===== src/rtl/evc_pkg.sv =====
package evc_pkg;

   // write address map
   typedef enum logic [1:0] {
      EVC_FN0  = 2'd0,
      EVC_FN1  = 2'd1,
      EVC_VAL0 = 2'd2,
      EVC_VAL1 = 2'd3
   } evc_addr_e;

   // number of flag bits on top of the code field
   localparam int EVC_FLAG_N = 3;

   // flag offsets relative to the code width
   localparam int EVC_KRN_OFS = 0;
   localparam int EVC_USR_OFS = 1;
   localparam int EVC_CYC_OFS = 2;

endpackage


===== src/rtl/evc_code_check.sv =====
module evc_code_check #(
   parameter int CODE_W = 6
) (
   input  logic [CODE_W-1:0] code,
   output logic              defined
);
   // defined ranges, with undefined holes between them
   localparam int LO_A = 'h00;
   localparam int HI_A = 'h0f;
   localparam int LO_B = 'h12;
   localparam int HI_B = 'h1f;
   localparam int LO_C = 'h22;
   localparam int HI_C = 'h29;

   int code_i;

   always_comb begin
      code_i  = int'(code);
      defined = ((code_i >= LO_A) && (code_i <= HI_A)) ||
                ((code_i >= LO_B) && (code_i <= HI_B)) ||
                ((code_i >= LO_C) && (code_i <= HI_C));
   end
endmodule


===== src/rtl/evc_counter.sv =====
module evc_counter
   import evc_pkg::*;
#(
   parameter  int CNT_W  = 40,
   parameter  int CODE_W = 6,
   localparam int EVT_N  = 1 << CODE_W,
   localparam int FN_W   = CODE_W + EVC_FLAG_N
) (
   input  logic             clk,
   input  logic             rst_n,
   input  logic             mode_user,
   input  logic [EVT_N-1:0] evt_pulse,
   input  logic [EVT_N-1:0] evt_level,
   input  logic             fn_wr,
   input  logic [FN_W-1:0]  fn_wdata,
   input  logic             val_wr,
   input  logic [CNT_W-1:0] val_wdata,
   output logic [FN_W-1:0]  fn_q,
   output logic [CNT_W-1:0] cnt_q
);
   localparam int CYC_B = CODE_W + EVC_CYC_OFS;
   localparam int USR_B = CODE_W + EVC_USR_OFS;
   localparam int KRN_B = CODE_W + EVC_KRN_OFS;

   logic [CODE_W-1:0] sel_code;
   logic              evt_hit;
   logic              mode_ok;
   logic              bump;

   always_comb begin
      sel_code = fn_q[CODE_W-1:0];
      evt_hit  = fn_q[CYC_B] ? evt_level[sel_code] : evt_pulse[sel_code];
      mode_ok  = mode_user ? fn_q[USR_B] : fn_q[KRN_B];
      bump     = evt_hit && mode_ok;
   end

   always_ff @(posedge clk) begin
      if (!rst_n) begin
         fn_q  <= '0;
         cnt_q <= '0;
      end else if (fn_wr) begin
         fn_q  <= fn_wdata;
         cnt_q <= '0;
      end else if (val_wr) begin
         cnt_q <= val_wdata;
      end else if (bump) begin
         cnt_q <= cnt_q + 1'b1;
      end
   end
endmodule


===== src/rtl/evc_snapshot.sv =====
module evc_snapshot #(
   parameter int CNT_W = 40,
   parameter int FN_W  = 9
) (
   input  logic             clk,
   input  logic             rst_n,
   input  logic             take,
   input  logic [CNT_W-1:0] cnt_a,
   input  logic [CNT_W-1:0] cnt_b,
   input  logic [FN_W-1:0]  fn_a,
   input  logic [FN_W-1:0]  fn_b,
   output logic             valid,
   output logic [CNT_W-1:0] snap_cnt_a,
   output logic [CNT_W-1:0] snap_cnt_b,
   output logic [FN_W-1:0]  snap_fn_a,
   output logic [FN_W-1:0]  snap_fn_b
);
   always_ff @(posedge clk) begin
      if (!rst_n) begin
         valid      <= 1'b0;
         snap_cnt_a <= '0;
         snap_cnt_b <= '0;
         snap_fn_a  <= '0;
         snap_fn_b  <= '0;
      end else begin
         valid <= take;
         if (take) begin
            snap_cnt_a <= cnt_a;
            snap_cnt_b <= cnt_b;
            snap_fn_a  <= fn_a;
            snap_fn_b  <= fn_b;
         end
      end
   end
endmodule


===== src/rtl/dual_evt_counter.sv =====
module dual_evt_counter
   import evc_pkg::*;
#(
   parameter  int CNT_W  = 40,
   parameter  int CODE_W = 6,
   localparam int EVT_N  = 1 << CODE_W,
   localparam int FN_W   = CODE_W + EVC_FLAG_N
) (
   input  logic             clk,
   input  logic             rst_n,
   input  logic             mode_user,
   input  logic [EVT_N-1:0] evt_pulse,
   input  logic [EVT_N-1:0] evt_level,
   input  logic             wr_en,
   input  logic [1:0]       wr_addr,
   input  logic [CNT_W-1:0] wr_data,
   input  logic             rd_en,
   output logic             rd_valid,
   output logic [CNT_W-1:0] rd_cnt0,
   output logic [CNT_W-1:0] rd_cnt1,
   output logic [FN_W-1:0]  rd_fn0,
   output logic [FN_W-1:0]  rd_fn1,
   output logic             wr_err
);
   localparam int NUM_CTR = 2;

   if (CNT_W < FN_W || CNT_W > 64) begin : g_bad_cnt_w
      $error("dual_evt_counter: CNT_W must lie between FN_W and 64");
   end
   if (CODE_W < 6 || CODE_W > 8) begin : g_bad_code_w
      $error("dual_evt_counter: CODE_W must lie between 6 and 8");
   end

   logic                 fn_sel;
   logic                 code_ok;
   logic                 err_q;
   logic [FN_W-1:0]      fn_w  [NUM_CTR];
   logic [CNT_W-1:0]     cnt_w [NUM_CTR];
   logic [CNT_W-1:0]     cnt0_w, cnt1_w;
   logic [FN_W-1:0]      fn0_w, fn1_w;

   assign fn_sel = wr_en && (wr_addr == EVC_FN0 || wr_addr == EVC_FN1);

   evc_code_check #(.CODE_W(CODE_W)) i_code_check (
      .code    (wr_data[CODE_W-1:0]),
      .defined (code_ok)
   );

   for (genvar g = 0; g < NUM_CTR; g++) begin : g_ctr
      logic fn_wr_g;
      logic val_wr_g;
      assign fn_wr_g  = fn_sel && code_ok && (wr_addr[0] == 1'(g));
      assign val_wr_g = wr_en && wr_addr[1] && (wr_addr[0] == 1'(g));

      evc_counter #(.CNT_W(CNT_W), .CODE_W(CODE_W)) i_counter (
         .clk       (clk),
         .rst_n     (rst_n),
         .mode_user (mode_user),
         .evt_pulse (evt_pulse),
         .evt_level (evt_level),
         .fn_wr     (fn_wr_g),
         .fn_wdata  (wr_data[FN_W-1:0]),
         .val_wr    (val_wr_g),
         .val_wdata (wr_data),
         .fn_q      (fn_w[g]),
         .cnt_q     (cnt_w[g])
      );
   end

   assign cnt0_w = cnt_w[0];
   assign cnt1_w = cnt_w[1];
   assign fn0_w  = fn_w[0];
   assign fn1_w  = fn_w[1];

   always_ff @(posedge clk) begin
      if (!rst_n) err_q <= 1'b0;
      else        err_q <= fn_sel && !code_ok;
   end
   assign wr_err = err_q;

   evc_snapshot #(.CNT_W(CNT_W), .FN_W(FN_W)) i_snapshot (
      .clk        (clk),
      .rst_n      (rst_n),
      .take       (rd_en),
      .cnt_a      (cnt0_w),
      .cnt_b      (cnt1_w),
      .fn_a       (fn0_w),
      .fn_b       (fn1_w),
      .valid      (rd_valid),
      .snap_cnt_a (rd_cnt0),
      .snap_cnt_b (rd_cnt1),
      .snap_fn_a  (rd_fn0),
      .snap_fn_b  (rd_fn1)
   );
endmodule


===== config.mk =====
export PLATFORM = sky130hd
export DESIGN_NAME = dual_evt_counter
export DESIGN_NICKNAME = d
export VERILOG_FILES = /design/src/rtl/evc_pkg.sv /design/src/rtl/evc_code_check.sv /design/src/rtl/evc_counter.sv /design/src/rtl/evc_snapshot.sv /design/src/rtl/dual_evt_counter.sv
export SDC_FILE = /design/constraint.sdc
export NUM_CORES = 1
export LEC_CHECK = 0
export ABC_CLOCK_PERIOD_IN_PS = 5800
export BUFFER_PORTS_ARGS = -buffer_cell sky130_fd_sc_hd__buf_2
export CAP_MARGIN = 20
export CORE_MARGIN = 4
export CORE_UTILIZATION = 43
export DETAILED_ROUTE_END_ITERATION = 10
export PLACE_DENSITY = 0.71
export SLEW_MARGIN = 5
export SYNTH_ARGS = -nofsm -noshare
export SYNTH_HDL_FRONTEND = slang
export SYNTH_SLANG_ARGS = --single-unit

===== constraint.sdc =====
create_clock -name clk -period 5.8 [get_ports clk]
set_clock_uncertainty 0.2 [all_clocks]
set_input_delay 0.29 -clock clk [delete_from_list [all_inputs] [get_ports clk]]
set_output_delay 0.29 -clock clk [all_outputs]
set_load 0.01 [all_outputs]

Word level (Yosys, flattened, before mapping)
Index checks and enable logic that the tools add are counted.
{"block": "op_classes", "magnitude_cmp": 7, "add_sub_neg": 2, "n_mux": 16, "bitwise_logic": 2, "n_reduce_logical": 21, "n_eq_ne": 1}
{"op": "two-way mux 40 bit", "n": 4}
{"op": "adder 40 x 1 -> 40 bit, second input constant", "n": 2}
{"op": "binary-select mux 1 bit (select 6 bit)", "n": 4}
{"op": "less-than comparator 6 x 7 -> 1 bit, second input constant", "n": 2}
{"op": "logical AND 1 bit", "n": 12}
{"op": "two-way mux 1 bit", "n": 8}
{"op": ">= comparator 6 x 5 -> 1 bit, second input constant", "n": 1}
{"op": ">= comparator 6 bit, second input constant", "n": 1}
{"op": "less-or-equal comparator 6 x 4 -> 1 bit, second input constant", "n": 1}
{"op": "less-or-equal comparator 6 x 5 -> 1 bit, second input constant", "n": 1}
{"op": "less-or-equal comparator 6 bit, second input constant", "n": 1}
{"op": "nonzero test 2 bit", "n": 2}
{"op": "OR reduction 2 bit", "n": 2}
{"op": "logical OR 1 bit", "n": 3}
{"op": "equality test 2 x 1 -> 1 bit, second input constant", "n": 1}
{"op": "logical NOT 2 bit", "n": 1}
{"op": "NOT 1 bit", "n": 2}
{"op": "logical NOT 1 bit", "n": 1}
{"block": "totals", "output_inout_bits": 100, "inputBits": 175, "word_cells": 59, "regBits": 198}

Longest topological paths before layout
Gate-level depths: netlist of the first run.
{"block": "logic_depth", "word_depth": 7, "mapped_depth": 12}

Cells and area by module
A second synthesis of the first run with hierarchy kept.
{"block": "unflattened", "hier_cells": 1231, "hier_area_um2": 11614.9}
{"module": "evc_counter", "cells_each": 451, "seq_area_each_um2": 980.9, "instances": 2, "area_each_um2": 3895.0}
{"module": "evc_snapshot", "cells_each": 318, "seq_area_each_um2": 1981.9, "instances": 1, "area_each_um2": 3719.8}
{"module": "dual_evt_counter", "cells_each": 6, "seq_area_each_um2": 20.0, "instances": 1, "area_each_um2": 73.8}
{"module": "evc_code_check", "cells_each": 5, "seq_area_each_um2": 0.0, "instances": 1, "area_each_um2": 31.3}

Least setup slack after synthesis of the first run
OpenSTA, ideal clock, no wires.
{"block": "synth_timing", "kind": "register -> register", "from": "register g_ctr[1].i_counter.fn_q[0]", "to": "register g_ctr[1].i_counter.cnt_q[16]", "arrival_ns": 2.761, "path_buffers": 3, "path_slack_ns": 2.706, "stages_incl_launch_ff": 12, "synth_period_minus_slack_ns": 3.094, "t_required_ns": 5.468, "cell_sequence": "dfxtp_1 -> buf_6 -> buf_6 -> mux4_2 -> mux4_2 -> o221a_1 -> a32oi_4 -> a2bb2oi_4 -> buf_4 -> nor2_1 -> xnor2_1 -> a21oi_1"}
{"block": "synth_via", "elab_chain_cells": 5, "elab_cells_between_ends": 7, "cone_classes": "mux (5); reduce/logical (2)"}
{"element": "start, declared", "line": "evc_counter.sv:18", "text": "output logic [FN_W-1:0] fn_q,"}
{"element": "start signal, assigned", "line": "evc_counter.sv:42", "text": "fn_q <= fn_wdata;"}
{"element": "binary-select mux 1 bit (select 6 bit)", "line": "evc_counter.sv:32", "text": "evt_hit = fn_q[CYC_B] ? evt_level[sel_code] : evt_pulse[sel_code];"}
{"element": "two-way mux 1 bit (implied by the code)", "line": "evc_counter.sv:32"}
{"element": "two-way mux 1 bit (*)", "line": "evc_counter.sv:32"}
{"element": "logical AND 1 bit (*)", "line": "evc_counter.sv:34", "text": "bump = evt_hit && mode_ok;"}
{"element": "nonzero test 2 bit (no line) (*)"}
{"element": "end signal, assigned", "line": "evc_counter.sv:45", "text": "cnt_q <= val_wdata;"}
{"element": "end signal, assigned", "line": "evc_counter.sv:47", "text": "cnt_q <= cnt_q + 1'b1;"}
{"element": "end, declared", "line": "evc_counter.sv:19", "text": "output logic [CNT_W-1:0] cnt_q"}
Mark *: on every way between the ends. The rest lies on a longest branch, timed or not. The select of a mux whose other input is x is not followed.
A chain may end at the register's enable or synchronous reset.

Final worst setup path of the first run
{"block": "layout_timing", "from": "register g_ctr[1].i_counter.fn_q[0]", "to": "register g_ctr[1].i_counter.cnt_q[27]"}
The elaborated chain is that of the path after synthesis.

==> summary.txt, run 1 <==
Core area - 25,000 um^2
Initial Utilization - 0.436
CTS Root Cell - clkbuf_16
Iteration-0 DRC Markers - 873
Outcome - complete, no violations
Residual DRC - 0
Worst slew pin tran - 1.12 ns
CTS Buf Count - 17
Boundary Pins - 275
Kind of critical path - register to register
P_leak - 5.25 nW
Slowest CP cell - dfxtp_2
CP Max Fanout - 21
Synth area leaders - dfxtp_1, mux4_2, mux2i_1
H-tree levels - 4
CP cell instances - mux4_2 > mux4_2 > o221a_1 > a32oi_4 > a2bb2oi_4 > nor2_1 > xnor2_1 > a21oi_1
Internal - 2.22 mW
Max stage delay on crit path - 0.79 ns
Clock-pin slew on the worst setup and hold paths - 0.07 ns
Layout cells sized above 1 - 0.292
Die Ht - 167 um
Number of global-route vias before repair - 9,126
WL final - 34,100 um
Maxcap violations - 0
Post-Syn Instances - 1,102
Fmax - 265 MHz
CTS tree - done
Area leader, netlist - dfxtp_1
Clock power frac - 0.381
Comb pwr share - 0.135
Gpl congestion - 0.961
Full die area - 28,000 um^2
Via/cell ratio - 5.65
Iteration count of the initial detailed-routing pass - 5
Synth top area share - 0.363
WP data required - 5.88 ns
Top-count cell post-synth - dfxtp_1
Port bufs - 274
GRT overflow - 0
HPWL Detailed - 25,000 um
Register area share after synthesis - 0.363
Post-CTS sizing - 0
Syn_area_per_cell - 9.90 um^2
Design area - 13,300 um^2
Crit path arrival time - 3.85 ns
Post CTS Setup Buffer Count - 0
Synthesized area - 10,900 um^2
Relative slew slack - 0.246
DR vias - 9,576
Slew Limit Fails - 0
Die width - 167 um
Worst hold slack - 0.0231 ns
Total Routing Usage GR - 0.234
Post-synth EDFFs - 0
Switch share - 0.261
Register share of total power - 0.484
Asr flop ratio synth - 0
Worst path most repeated cell - mux4_2
Bufs on Longest Clock Path - 2
Final-report hold violation count - 0
Commonest cells post-synth - dfxtp_1, mux2i_1, nor2b_1
Cell family with most CP delay - compound AO/OA/AOI/OAI gates
Final ANT Viol Nets - 0
Synth Flop Type - dfxtp_1
First-pass GRT wire length - 52,400 um
DP Area - 12,400 um^2
Largest net degree at the start of global routing - 121
WL per Instance - 20.1 um
Sink Count - 198
Synth warn - 0
Setup tns final - 0 ns
Post-synth net total - 1,279
Period minus WS final - 3.77 ns
Power per Cell Area - 227 nW/um^2
Nets@finish - 1,523
Antenna violations before repair - 8
CP endpoint kind - register
HP Class - input port to register
# setup viols final - 0
Final critical-path share of the clock period - 0.650
RSZ-0062 raised after global routing - no
VDD IR max - 0.000194 V
Synth cell types - 52
Net switching power - 786 uW
Area Growth Syn to Fin - 21.5%
#FFs+latches synth - 198
# rows - 58
WP buf/inv - 0
Worst skew pair latency - 0.43 ns
Critical path startpoint category - register
layout by cell type (no fill, tap or decap), types with 3 or more instances in the layout:
cell type / count
mux2_2: 6
nand3_1: 36
mux2i_1: 132
xor2_1: 35
buf_4: 11
dfxtp_1: 196
nor4_1: 6
a22oi_1: 8
inv_1: 16
o211ai_1: 3
diode_2: 7
clkinv_4: 3
xnor2_1: 41
nand4_1: 25
nor2_1: 36
dlygate4sd3_1: 24
clkinvlp_4: 4
o21ai_0: 80
a21oi_1: 71
and4_1: 7
nor3_1: 22
nor2b_1: 122
nand2b_1: 3
mux4_2: 66
clkbuf_16: 17
nand2_1: 44
and3_1: 15
and2_1: 9
buf_2: 273
power groups by stage:
| stage | combinational (mW) | clock (mW) | sequential [mW] |
|---|---|---|---|
| 2_1_floorplan | 0.233 | 0 | 1.47 |
| 3_3_place_gp | 0.382 | 0 | 1.49 |
| 3_5_place_dp | 0.387 | 0 | 1.49 |
| 4_1_cts | 0.402 | 1.16 | 1.46 |
| 5_1_grt | 0.438 | 1.22 | 1.46 |
| 6_report | 0.405 | 1.15 | 1.46 |
registers in the layout, summed over array words and instances, names as in the netlist:
register,flops
wr_err,1
i_snapshot.snap_fn_b,9
i_snapshot.snap_fn_a,9
i_snapshot.snap_cnt_a,40
i_snapshot.valid,1
g_ctr.i_counter.cnt_q,80
g_ctr.i_counter.fn_q,18
i_snapshot.snap_cnt_b,40
path summary, 6_finish.rpt:
check | from | end | slack, ns | cells past startpoint
min | wr_data[37] | g_ctr[0].i_counter.cnt_q[37] | 0.02 | 3
min reg2reg | i_snapshot.snap_cnt_b[37] | i_snapshot.snap_cnt_b[37] | 0.31 | 2
max reg2reg | g_ctr[1].i_counter.fn_q[0] | g_ctr[1].i_counter.cnt_q[27] | 2.03 | 8
max | g_ctr[1].i_counter.fn_q[0] | g_ctr[1].i_counter.cnt_q[27] | 2.03 | 8
layer usage:
layer  vias to the layer above  part of all wire  global-route usage
met5                         -                 0                   0
met2                       367              0.44               0.337
met3                        73             0.071              0.0595
met1                      4648              0.45               0.339
li1                       4488                 -                   -
met4                         0             0.033              0.0886
cell type report:
type	instances	area, um^2
clock inverter	10	100
timing repair buffer	309	1700
fill	2273	11800
sequential	198	3970
tap	330	413
clock buffer	21	460
antenna	7	17.5
inverter	16	60.1
multi-input combinational	804	6540
through the flow:
| step | setup WS (ns) | total power, mW | cells | utilization |
|---|---|---|---|---|
| 5_1_grt | 1.76 | 3.12 | 1694 | 0.529 |
| 3_5_place_dp | 2.02 | 1.87 | 1633 | 0.497 |
| 6_report | 2.03 | 3.01 | 1695 | 0.529 |
| 4_1_cts | 2.00 | 3.02 | 1688 | 0.529 |
| 2_1_floorplan | 2.71 | 1.71 | 1102 | - |
| 3_3_place_gp | 2.08 | 1.87 | 1633 | 0.497 |
cells by family after synthesis:
family / after synthesis / synth area share
adder cells (fa/ha/maj): 2 / 0.00229
buffers and inverters: 100 / 0.0384
multiplexers: 204 / 0.264
AO/OA/AOI/OAI: 186 / 0.100
flip-flops: 198 / 0.363
XOR/XNOR: 76 / 0.0610
AND/OR/NAND/NOR: 336 / 0.171
what timing repair did:
item,in CTS,in global routing
hold endpoints to repair,30,0
endpoints found under the setup margin,0,0
hold buffers,24,0
worst reg2reg max path, cell delays in order (launching register included):
cell and delay [ns]:
dfxtp_2 0.79, mux4_2 0.60, mux4_2 0.52, o221a_1 0.30, a32oi_4 0.30, a2bb2oi_4 0.51, nor2_1 0.14, xnor2_1 0.18
a21oi_1 0.09
Note: power is estimated with default switching activity, not from simulation.
==> run 2, diff against run 1 <==
ABC_AREA = 1   (was not set)
ABC_CLOCK_PERIOD_IN_PS = 3150   (was 5800)
PLACE_DENSITY = 0.72   (was 0.71)
clock period = 3.15 ns   (was 5.8 ns; I/O delays follow)
==> run 2 against run 1 <==
Net effect:
- final area grew 12%
- final cell count increased by 55%
- global-route usage grew 5.4 points
- non-clock buffer count up 38
- routed wire length is 37% higher
- register-to-register slack worse by 1.5 ns
- largest power group unchanged
==> summary.txt, run 2 <==
CTS Root Cell - clkbuf_16
Worst skew pair latency - 0.45 ns
First-pass GRT wire length - 73,000 um
Cell family with most CP delay - simple AND/OR/NAND/NOR gates
Total Routing Usage GR - 0.288
Iteration-0 DRC Markers - 1,536
Worst reg2reg path depth - 17
Biggest register - g_ctr.i_counter.cnt_q
Area Growth Syn to Fin - 20.4%
DR vias - 14,700
Met2 WL - 21,800 um
Largest net degree at the start of global routing - 174
Post-Route M1 WL - 19,100 um
Final critical-path share of the clock period - 0.842
Slew Limit Fails - 0
WL final - 46,800 um
Register area share after synthesis - 0.323
Post-synth EDFFs - 0
Gpl congestion - 0.975
Via/cell ratio - 5.62
Critical path startpoint category - register
Crit path arrival time - 2.83 ns
Top-count cell post-synth - nand2_1
Synth Flop Type - dfxtp_1
HP Class - input port to register
Synth area leaders - dfxtp_1, nand2_1, nand3_1
WL per Instance - 17.8 um
Clock power frac - 0.376
Worst setup endpoint - g_ctr[1].i_counter.cnt_q[27]
Design area - 14,800 um^2
Die width - 177 um
Worst path most repeated cell - nand2_1
Port bufs - 274
Maxcap violations - 0
Antenna cell count - 0
Fmax - 377 MHz
Power per Cell Area - 397 nW/um^2
Largest regs - g_ctr.i_counter.cnt_q (80), i_snapshot.snap_cnt_a (40), i_snapshot.snap_cnt_b (40)
Asr flop ratio synth - 0
CTS tree - done
Worst R2R End - g_ctr[1].i_counter.cnt_q[27]
Worst slew pin tran - 0.909 ns
Period minus WS final - 2.65 ns
#FFs+latches synth - 198
H-tree levels - 4
Net switching power - 1.83 mW
VDD IR max - 0.000346 V
Core area - 28,000 um^2
Commonest cells post-synth - nand2_1, nand3_1, o21ai_0
Antenna violations before repair - 0
Worst hold slack - 0.0257 ns
WP buf/inv - 3
Commonest non-fill, non-tap cell in the layout - nand2_1
Wire length on met3 - 3940 um
Critical Path Source - g_ctr[1].i_counter.fn_q[0]
Crit path depth - 17
Sink Count - 198
HPWL Detailed - 33,900 um
Setup ws final - 0.497 ns
Max stage delay on crit path - 0.38 ns
Final ANT Viol Nets - 0
Largest register FFs - 80
RSZ-0062 raised after global routing - no
Nets@finish - 2,407
Full die area - 31,300 um^2
CTS Buf Count - 17
Comb pwr share - 0.174
Final cell count without fillers - 2,621
Worst reg-to-reg setup slack - 0.50 ns
DR top layer - met4
Area leader, netlist - dfxtp_1
Syn_area_per_cell - 6.14 um^2
P_leak - 6.14 nW
# setup viols final - 0
CP cell instances - inv_2 > buf_4 > nand2_1 > nand3_1 > nand3_1 > nand3_1 > nand2_1 > nand2_1 > nand3_1 > nand2_1 > nand2_1 > nand2_1 > nand2_2 > nand2_2 > buf_12 > nand2_1 > a21oi_1
CP Max Fanout - 42
Bufs on Longest Clock Path - 2
Clock-pin slew on the worst setup and hold paths - 0.08 ns
Layout cells sized above 1 - 0.167
Place WS - 0.548 ns
Die Ht - 177 um
Number of global-route vias before repair - 13,600
Synth warn - 0
Slowest CP cell - buf_4
Synth top area share - 0.323
Post-synth net total - 2,177
Relative slew slack - 0.393
Outcome - complete, no violations
# rows - 61
Post-CTS sizing - 0
CP endpoint kind - register
Internal - 4.05 mW
Boundary Pins - 275
Fillers - 2,856
Final-report hold violation count - 0
Post-Syn Instances - 2,000
GRT overflow - 0
Initial Utilization - 0.439
Synthesized area - 12,300 um^2
DP Area - 13,800 um^2
Kind of critical path - register to register
Synth cell types - 33
FF-to-FF Start - g_ctr[1].i_counter.fn_q[0]
Residual DRC - 0
Setup tns final - 0 ns
WP data required - 3.33 ns
# placed instances - 2,554
Iteration count of the initial detailed-routing pass - 6
Register share of total power - 0.450
Switch share - 0.312
Commonest non-fill, non-tap cells in the layout - nand2_1, nand3_1, buf_2, o21ai_0, dfxtp_1
[run 2: power by group through the flow]
stage	clock [mW]	sequential [mW]	combinational (mW)
2_1_floorplan	0	2.72	0.535
3_3_place_gp	0	2.70	0.962
3_5_place_dp	0	2.70	0.970
4_1_cts	2.24	2.64	1.01
5_1_grt	2.36	2.65	1.13
6_report	2.21	2.64	1.02
[run 2: repair_timing]
| item | CTS | global route |
|---|---|---|
| endpoints found under the setup margin | 0 | 0 |
| buffers inserted | 0 | 0 |
| hold buffers | 35 | 0 |
| hold endpoints to repair | 68 | 0 |
[run 2: logic make-up after synthesis]
| family | Yosys count | share of synthesized area |
|---|---|---|
| buf+inv | 273 | 0.0948 |
| simple gates | 1082 | 0.385 |
| fa+ha+maj | 2 | 0.00204 |
| compound gates | 404 | 0.166 |
| flops | 198 | 0.323 |
| mux | 1 | 0.000917 |
| xor+xnor | 40 | 0.0285 |
[run 2: per-layer routing]
metal	vias to the layer above	global-route usage
li1	7134	-
met1	6699	0.371
met2	759	0.481
met3	128	0.0436
met4	0	0.123
met5	-	0
[run 2: worst min-delay path by stage]
| stage | startpoint | to | depth (start not counted) |
|---|---|---|---|
| final | wr_data[9] | g_ctr[1].i_counter.cnt_q[9] | 5 |
| after CTS | wr_data[21] | g_ctr[1].i_counter.cnt_q[21] | 5 |
| after detailed placement | g_ctr[1].i_counter.fn_q[6] | g_ctr[1].i_counter.fn_q[6] | 2 |
| after global placement | g_ctr[1].i_counter.fn_q[6] | g_ctr[1].i_counter.fn_q[6] | 2 |
| after floorplan | wr_en | wr_err | 2 |
| after global routing | wr_data[30] | g_ctr[1].i_counter.cnt_q[30] | 5 |
[run 2: final cells by class]
type | instances | area, um^2 | share of cell area
clock buffer | 18 | 439 | 0.0297
timing repair buffer | 347 | 2080 | 0.141
inverter | 137 | 514 | 0.0348
multi-input combinational | 1529 | 7160 | 0.484
sequential | 198 | 3970 | 0.268
clock inverter | 14 | 153 | 0.0103
tap | 378 | 473 | 0.0320
[run 2: metrics by stage]
step | power (mW) | util
5_1_grt | 6.14 | 0.528
2_1_floorplan | 3.26 | -
4_1_cts | 5.89 | 0.528
6_report | 5.88 | 0.528
3_3_place_gp | 3.66 | 0.494
3_5_place_dp | 3.67 | 0.494
[run 2: worst reg2reg max path: stages, from the launching register on]
cell and delay, ns:
dfxtp_2 0.34, inv_2 0.05, buf_4 0.38, nand2_1 0.12
nand3_1 0.09, nand3_1 0.15, nand3_1 0.14, nand2_1 0.08
nand2_1 0.07, nand3_1 0.08, nand2_1 0.10, nand2_1 0.06
nand2_1 0.09, nand2_2 0.08, nand2_2 0.10, buf_12 0.22
nand2_1 0.10, a21oi_1 0.14
